File: config.mk
export PLATFORM = sky130hd
export DESIGN_NAME = wake_seq
export DESIGN_NICKNAME = d
export VERILOG_FILES = /design/src/rtl/wake_pkg.sv /design/src/rtl/wake_len_sel.sv /design/src/rtl/wake_phase_ctrl.sv /design/src/rtl/wake_bank_ctrl.sv /design/src/rtl/wake_seq.sv
export SDC_FILE = /design/constraint.sdc
export NUM_CORES = 1
export LEC_CHECK = 0
export BUFFER_PORTS_ARGS = -buffer_cell sky130_fd_sc_hd__buf_2
export CAP_MARGIN = 30
export CORE_MARGIN = 2
export CORE_UTILIZATION = 51
export CTS_CLUSTER_SIZE = 20
export DETAILED_ROUTE_END_ITERATION = 16
export GPL_TIMING_DRIVEN = 0
export PLACE_DENSITY = 0.75
export SKIP_LAST_GASP = 1
export SYNTH_ARGS = -nofsm -noshare
export SYNTH_HDL_FRONTEND = slang
export SYNTH_SLANG_ARGS = --single-unit
export TNS_END_PERCENT = 10
File: constraint.sdc
create_clock -name clk -period 2.9 [get_ports clk]
set_input_delay 0.435 -clock clk [delete_from_list [all_inputs] [get_ports clk]]
set_output_delay 0.435 -clock clk [all_outputs]
set_load 0.02 [all_outputs]
File: src/rtl/wake_pkg.sv
package wake_pkg;

  typedef enum logic {PH_OFF = 1'b0, PH_ON = 1'b1} phase_t;

  // ticks in an on phase; code 0 is remapped to 1 so the cycle never stalls
  function automatic int unsigned on_ticks(input logic [3:0] code, input int unsigned unit);
    int unsigned n;
    n = (code == 4'd0) ? 1 : int'(code);
    return n * unit;
  endfunction

  // ticks in an off phase
  function automatic int unsigned off_ticks(input logic [2:0] code, input int unsigned unit);
    return (int'(code) + 1) * unit;
  endfunction

endpackage

File: src/rtl/wake_len_sel.sv
module wake_len_sel
  import wake_pkg::*;
#(
  parameter int unsigned ON_UNIT  = 512,
  parameter int unsigned OFF_UNIT = 512,
  parameter int unsigned CW       = 14
) (
  input  logic [3:0]    on_code,
  input  logic [2:0]    off_code,
  output logic [CW-1:0] on_last,
  output logic [CW-1:0] off_last
);
  // terminal counts are length minus one
  always_comb begin
    on_last  = CW'(on_ticks(on_code, ON_UNIT) - 1);
    off_last = CW'(off_ticks(off_code, OFF_UNIT) - 1);
  end
endmodule

File: src/rtl/wake_phase_ctrl.sv
module wake_phase_ctrl
  import wake_pkg::*;
#(
  parameter int unsigned CW = 14
) (
  input  logic          clk,
  input  logic          rst,
  input  logic          tick,
  input  logic          pin_drv,
  input  logic          pin_lvl,
  input  logic          busy,
  input  logic [CW-1:0] on_last,
  input  logic [CW-1:0] off_last,
  output phase_t        phase,
  output logic          ev_on_start,
  output logic          ev_off_start,
  output logic          held
);
  logic [CW-1:0] cnt, cnt_nxt;
  phase_t        ph_nxt;

  // counter past the on terminal value means expired and waiting on a message
  assign held = (phase == PH_ON) && (cnt > on_last);

  always_comb begin
    ph_nxt  = phase;
    cnt_nxt = cnt;
    if (pin_drv) begin
      ph_nxt  = pin_lvl ? PH_ON : PH_OFF;
      cnt_nxt = '0;
    end else if (phase == PH_ON) begin
      if (held) begin
        if (!busy) begin
          ph_nxt  = PH_OFF;
          cnt_nxt = '0;
        end
      end else if (tick) begin
        if (cnt >= on_last) begin
          if (busy) begin
            cnt_nxt = on_last + 1'b1;
          end else begin
            ph_nxt  = PH_OFF;
            cnt_nxt = '0;
          end
        end else begin
          cnt_nxt = cnt + 1'b1;
        end
      end
    end else if (tick) begin
      if (cnt >= off_last) begin
        ph_nxt  = PH_ON;
        cnt_nxt = '0;
      end else begin
        cnt_nxt = cnt + 1'b1;
      end
    end
  end

  assign ev_on_start  = (phase == PH_OFF) && (ph_nxt == PH_ON);
  assign ev_off_start = (phase == PH_ON) && (ph_nxt == PH_OFF);

  always_ff @(posedge clk) begin
    if (rst) begin
      phase <= PH_OFF;
      cnt   <= '0;
    end else begin
      phase <= ph_nxt;
      cnt   <= cnt_nxt;
    end
  end
endmodule

File: src/rtl/wake_bank_ctrl.sv
module wake_bank_ctrl (
  input  logic clk,
  input  logic rst,
  input  logic alt_en,
  input  logic ev_on_start,
  input  logic ev_off_start,
  output logic bank_sel,
  output logic bank_stat
);
  always_ff @(posedge clk) begin
    if (rst) begin
      bank_sel  <= 1'b0;
      bank_stat <= 1'b0;
    end else begin
      if (!alt_en)           bank_sel <= 1'b0;
      else if (ev_off_start) bank_sel <= ~bank_sel;
      if (ev_on_start)       bank_stat <= bank_sel;
    end
  end
endmodule

File: src/rtl/wake_seq.sv
module wake_seq
  import wake_pkg::*;
#(
  parameter int unsigned ON_UNIT  = 512,
  parameter int unsigned OFF_UNIT = 512
) (
  input  logic       clk,
  input  logic       rst,
  input  logic       tick,
  input  logic       strobe_drv,
  input  logic       strobe_lvl,
  input  logic [3:0] on_code,
  input  logic [2:0] off_code,
  input  logic       alt_en,
  input  logic       msg_busy,
  output logic       rx_on,
  output logic       bank_sel,
  output logic       bank_stat
);
  localparam int unsigned ON_MAX  = 15 * ON_UNIT;
  localparam int unsigned OFF_MAX = 8 * OFF_UNIT;
  localparam int unsigned LEN_MAX = (ON_MAX > OFF_MAX) ? ON_MAX : OFF_MAX;
  localparam int unsigned CW      = $clog2(LEN_MAX + 2);

  logic [CW-1:0] on_last, off_last;
  phase_t        phase;
  logic          ev_on_start, ev_off_start, held;

  wake_len_sel #(.ON_UNIT(ON_UNIT), .OFF_UNIT(OFF_UNIT), .CW(CW)) u_len (
    .on_code  (on_code),
    .off_code (off_code),
    .on_last  (on_last),
    .off_last (off_last)
  );

  wake_phase_ctrl #(.CW(CW)) u_phase (
    .clk          (clk),
    .rst          (rst),
    .tick         (tick),
    .pin_drv      (strobe_drv),
    .pin_lvl      (strobe_lvl),
    .busy         (msg_busy),
    .on_last      (on_last),
    .off_last     (off_last),
    .phase        (phase),
    .ev_on_start  (ev_on_start),
    .ev_off_start (ev_off_start),
    .held         (held)
  );

  wake_bank_ctrl u_bank (
    .clk          (clk),
    .rst          (rst),
    .alt_en       (alt_en),
    .ev_on_start  (ev_on_start),
    .ev_off_start (ev_off_start),
    .bank_sel     (bank_sel),
    .bank_stat    (bank_stat)
  );

  assign rx_on = (phase == PH_ON);
endmodule

==> results.json <==
{
  "grt-ovfl-total": 0,
  "cp_data_arrival_time_ns": 2.97,
  "fin_crit_ns": 2.77,
  "synth_edf_count": 0,
  "cts_buffers": 3,
  "required_ns": 3.10,
  "hold_buffers": 0,
  "r2r-start": "u_phase.cnt[0]",
  "ys_top_cells_by_count": "dfxtp_1, ha_1, o21ai_1",
  "cp-end-kind": "flop",
  "setup_tns_ns": 0,
  "fmax_mhz": 361,
  "relSlewSlack_pct": 66.5,
  "finalSetupViolations": 0,
  "core-area_mm2": 0.00241,
  "top_usage_layer": "met2",
  "rr_worst_depth": 8,
  "drtIter0Drc": 34,
  "routed_wl_um": 3090,
  "clock_latency_ns": 0.30,
  "cts_sinks": 16,
  "rsz0062_at_grt": "false",
  "critPathMaxFanout": 10,
  "final_area_mm2": 0.00143,
  "hold_path_depth": 2,
  "hp-class": "primary input to flop",
  "cts_htree_levels": 1,
  "vias": 1288,
  "tritoncts": "done",
  "yosysWarnings": 0,
  "yosys-top-cells-area": "dfxtp_1, ha_1, a32o_1",
  "clockBufferDepth": 2,
  "synth_async_sr_flop_share_pct": 0,
  "num_antenna_cells": 0,
  "p_per_area_mw_per_mm2": 317,
  "finalCritPeriodShare_pct": 95.7,
  "antenna_found_initial": 0,
  "start_util_pct": 52.3,
  "intPower_uw": 328,
  "grt_use_met3_pct": 3.61,
  "ys_seq_area_share_pct": 25.4,
  "slew_violations": 0,
  "path_class": "primary input to flop",
  "final_antenna_net_count": 0,
  "fp.dieW_um": 53.7,
  "wl_per_cell_um": 15.4,
  "min_from": "rst",
  "synth-seq-cells": 16,
  "avgSynthCellArea_um2": 8.41,
  "clockRootBuffer": "clkbuf_4",
  "yosys.area.top_type": "dfxtp_1",
  "holdPathEnd": "u_bank.bank_stat",
  "drv_cap": 0,
  "clk_pin_slew_ns": 0.10,
  "tightest_slew_ns": 0.502,
  "grt_start_max_net_pins": 11,
  "fin_worst_skew_ns": 0.00452,
  "synth_area_mm2": 0.00126,
  "dp_hpwl_um": 2290,
  "syn_nets": 175,
  "hold_viol_final": 0,
  "dr.pass1.iters": 4,
  "area_growth_pct": 13.3,
  "netSwitchingFraction_pct": 27.7,
  "fin_nets": 197,
  "switching_power_uw": 126,
  "irDropWorstVdd_uv": 385,
  "yosysMostFrequentCell": "dfxtp_1",
  "track_usage_pct": 21.6,
  "post_dp_cell_area_mm2": 0.00138,
  "drc": 0,
  "dieHeight_um": 53.7,
  "portBuffers": 16,
  "netlist.area_leader.share_pct": 25.4,
  "r2r_end": "u_phase.cnt[0]",
  "syn_inst": 150,
  "grt_pass1_wl_um": 4570,
  "synthDistinctLibCells": 42,
  "drive_gt1_share_pct": 17.5,
  "r2r_slack_ns": 0.40,
  "routabilityCongestion": 0.919,
  "p_seq_share_pct": 49.4,
  "grt_pass1_vias": 1042,
  "viasPerCell": 6.41,
  "fp-row-count": 18,
  "gr-usage-met2_pct": 37.0,
  "totalPowerFinal_uw": 453,
  "fin_util_pct": 59.3,
  "status": "finished, final reports clean",
  "clockPowerShare_pct": 34.4,
  "combPwrFrac_pct": 16.2,
  "synthFlopType": "dfxtp_1",
  "use_met1_pct": 27.1,
  "startpoint_type": "primary input",
  "p_leak_nw": 0.574,
  "io_pins": 17,
  "dieArea_mm2": 0.00289
}
-- sequential cells by signal, indices dropped and copies added (netlist names) --
| register | flops |
|---|---|
| u_bank.bank_sel | 1 |
| u_phase.cnt | 13 |
| u_bank.bank_stat | 1 |
| u_phase.phase | 1 |
-- routing by layer --
layer	share of wire (%)	up-vias	routed length [um]
li1	-	630	-
met1	44	602	1360
met2	49	52	1500
met3	6.7	4	206
met4	0.74	0	23
met5	0	-	0
-- layout make-up --
| class | instances | area [um2] |
|---|---|---|
| sequential | 16 | 320 |
| buffer | 5 | 30.0 |
| clock buffer | 4 | 36.3 |
| multi-input combinational | 123 | 895 |
| inverter | 6 | 22.5 |
| timing repair buffer | 17 | 87.6 |
| tap | 30 | 37.5 |
| fill | 212 | 981 |
-- worst max-delay path by stage --
stage                     startpoint              end  cells after the start
after floorplan           on_code[1]   u_phase.cnt[0]                     12
after global placement    on_code[1]  u_phase.cnt[11]                     13
after detailed placement  on_code[1]  u_phase.cnt[11]                     13
after CTS                 on_code[1]  u_phase.cnt[11]                     13
after global routing      on_code[1]   u_phase.cnt[1]                     13
final                     on_code[1]   u_phase.cnt[0]                     13
-- power groups by stage --
stage                     Sequential, mW  Combinational (mW)  Clock (mW)
after floorplan                    0.230              0.0430           0
after global placement             0.229              0.0675           0
after detailed placement           0.229              0.0707           0
after CTS                          0.224              0.0713       0.157
after global routing               0.224              0.0808       0.164
final                              0.224              0.0735       0.156
-- per-stage QoR --
step	std cells	worst slack, ns	hold WS, ns
after detailed placement	196	-0.314	0.490
after global routing	201	0.0112	0.354
final	201	0.126	0.353
after floorplan	150	0.0935	0.469
after CTS	200	0.0519	0.352
after global placement	196	-0.289	0.474
-- cell families after synthesis --
logic type	Yosys count	synth area share [%]
compound gates	44	24.5
xor+xnor	8	5.56
fa+ha+maj	11	10.9
buf+inv	11	3.97
flops	16	25.4
mux	3	2.48
simple gates	57	27.2
-- cells in the final DEF (no fill, tap or decap), types with 3 or more instances in the layout --
master    instances
a21oi_1           8
xnor2_1           6
and3_1            3
buf_2            16
o21ai_1          11
nand2_1           5
ha_1             11
nor3_1            4
a31o_1            3
nand3_1           5
o31ai_1           3
and4_1            3
inv_1             6
a31oi_1           4
a32o_1            7
nor4_1            6
dfxtp_1          16
nor3b_1           8
clkbuf_4          3
nor2_1            9
-- worst max-delay path: stages --
cell	delay (ns)
buf_2	0.13
nor3_1	0.18
nor2_1	0.08
ha_1	0.19
xnor2_1	0.12
ha_1	0.29
nand4_1	0.17
or3b_1	0.45
o211ai_2	0.13
mux2i_2	0.32
buf_4	0.23
nor4_1	0.06
a31o_1	0.20
-- repair_timing --
action	in CTS	in global routing
setup buffers	0	1
setup endpoints to repair	1	5
gates resized for setup	1	2
(Power assumes the default switching activity.)
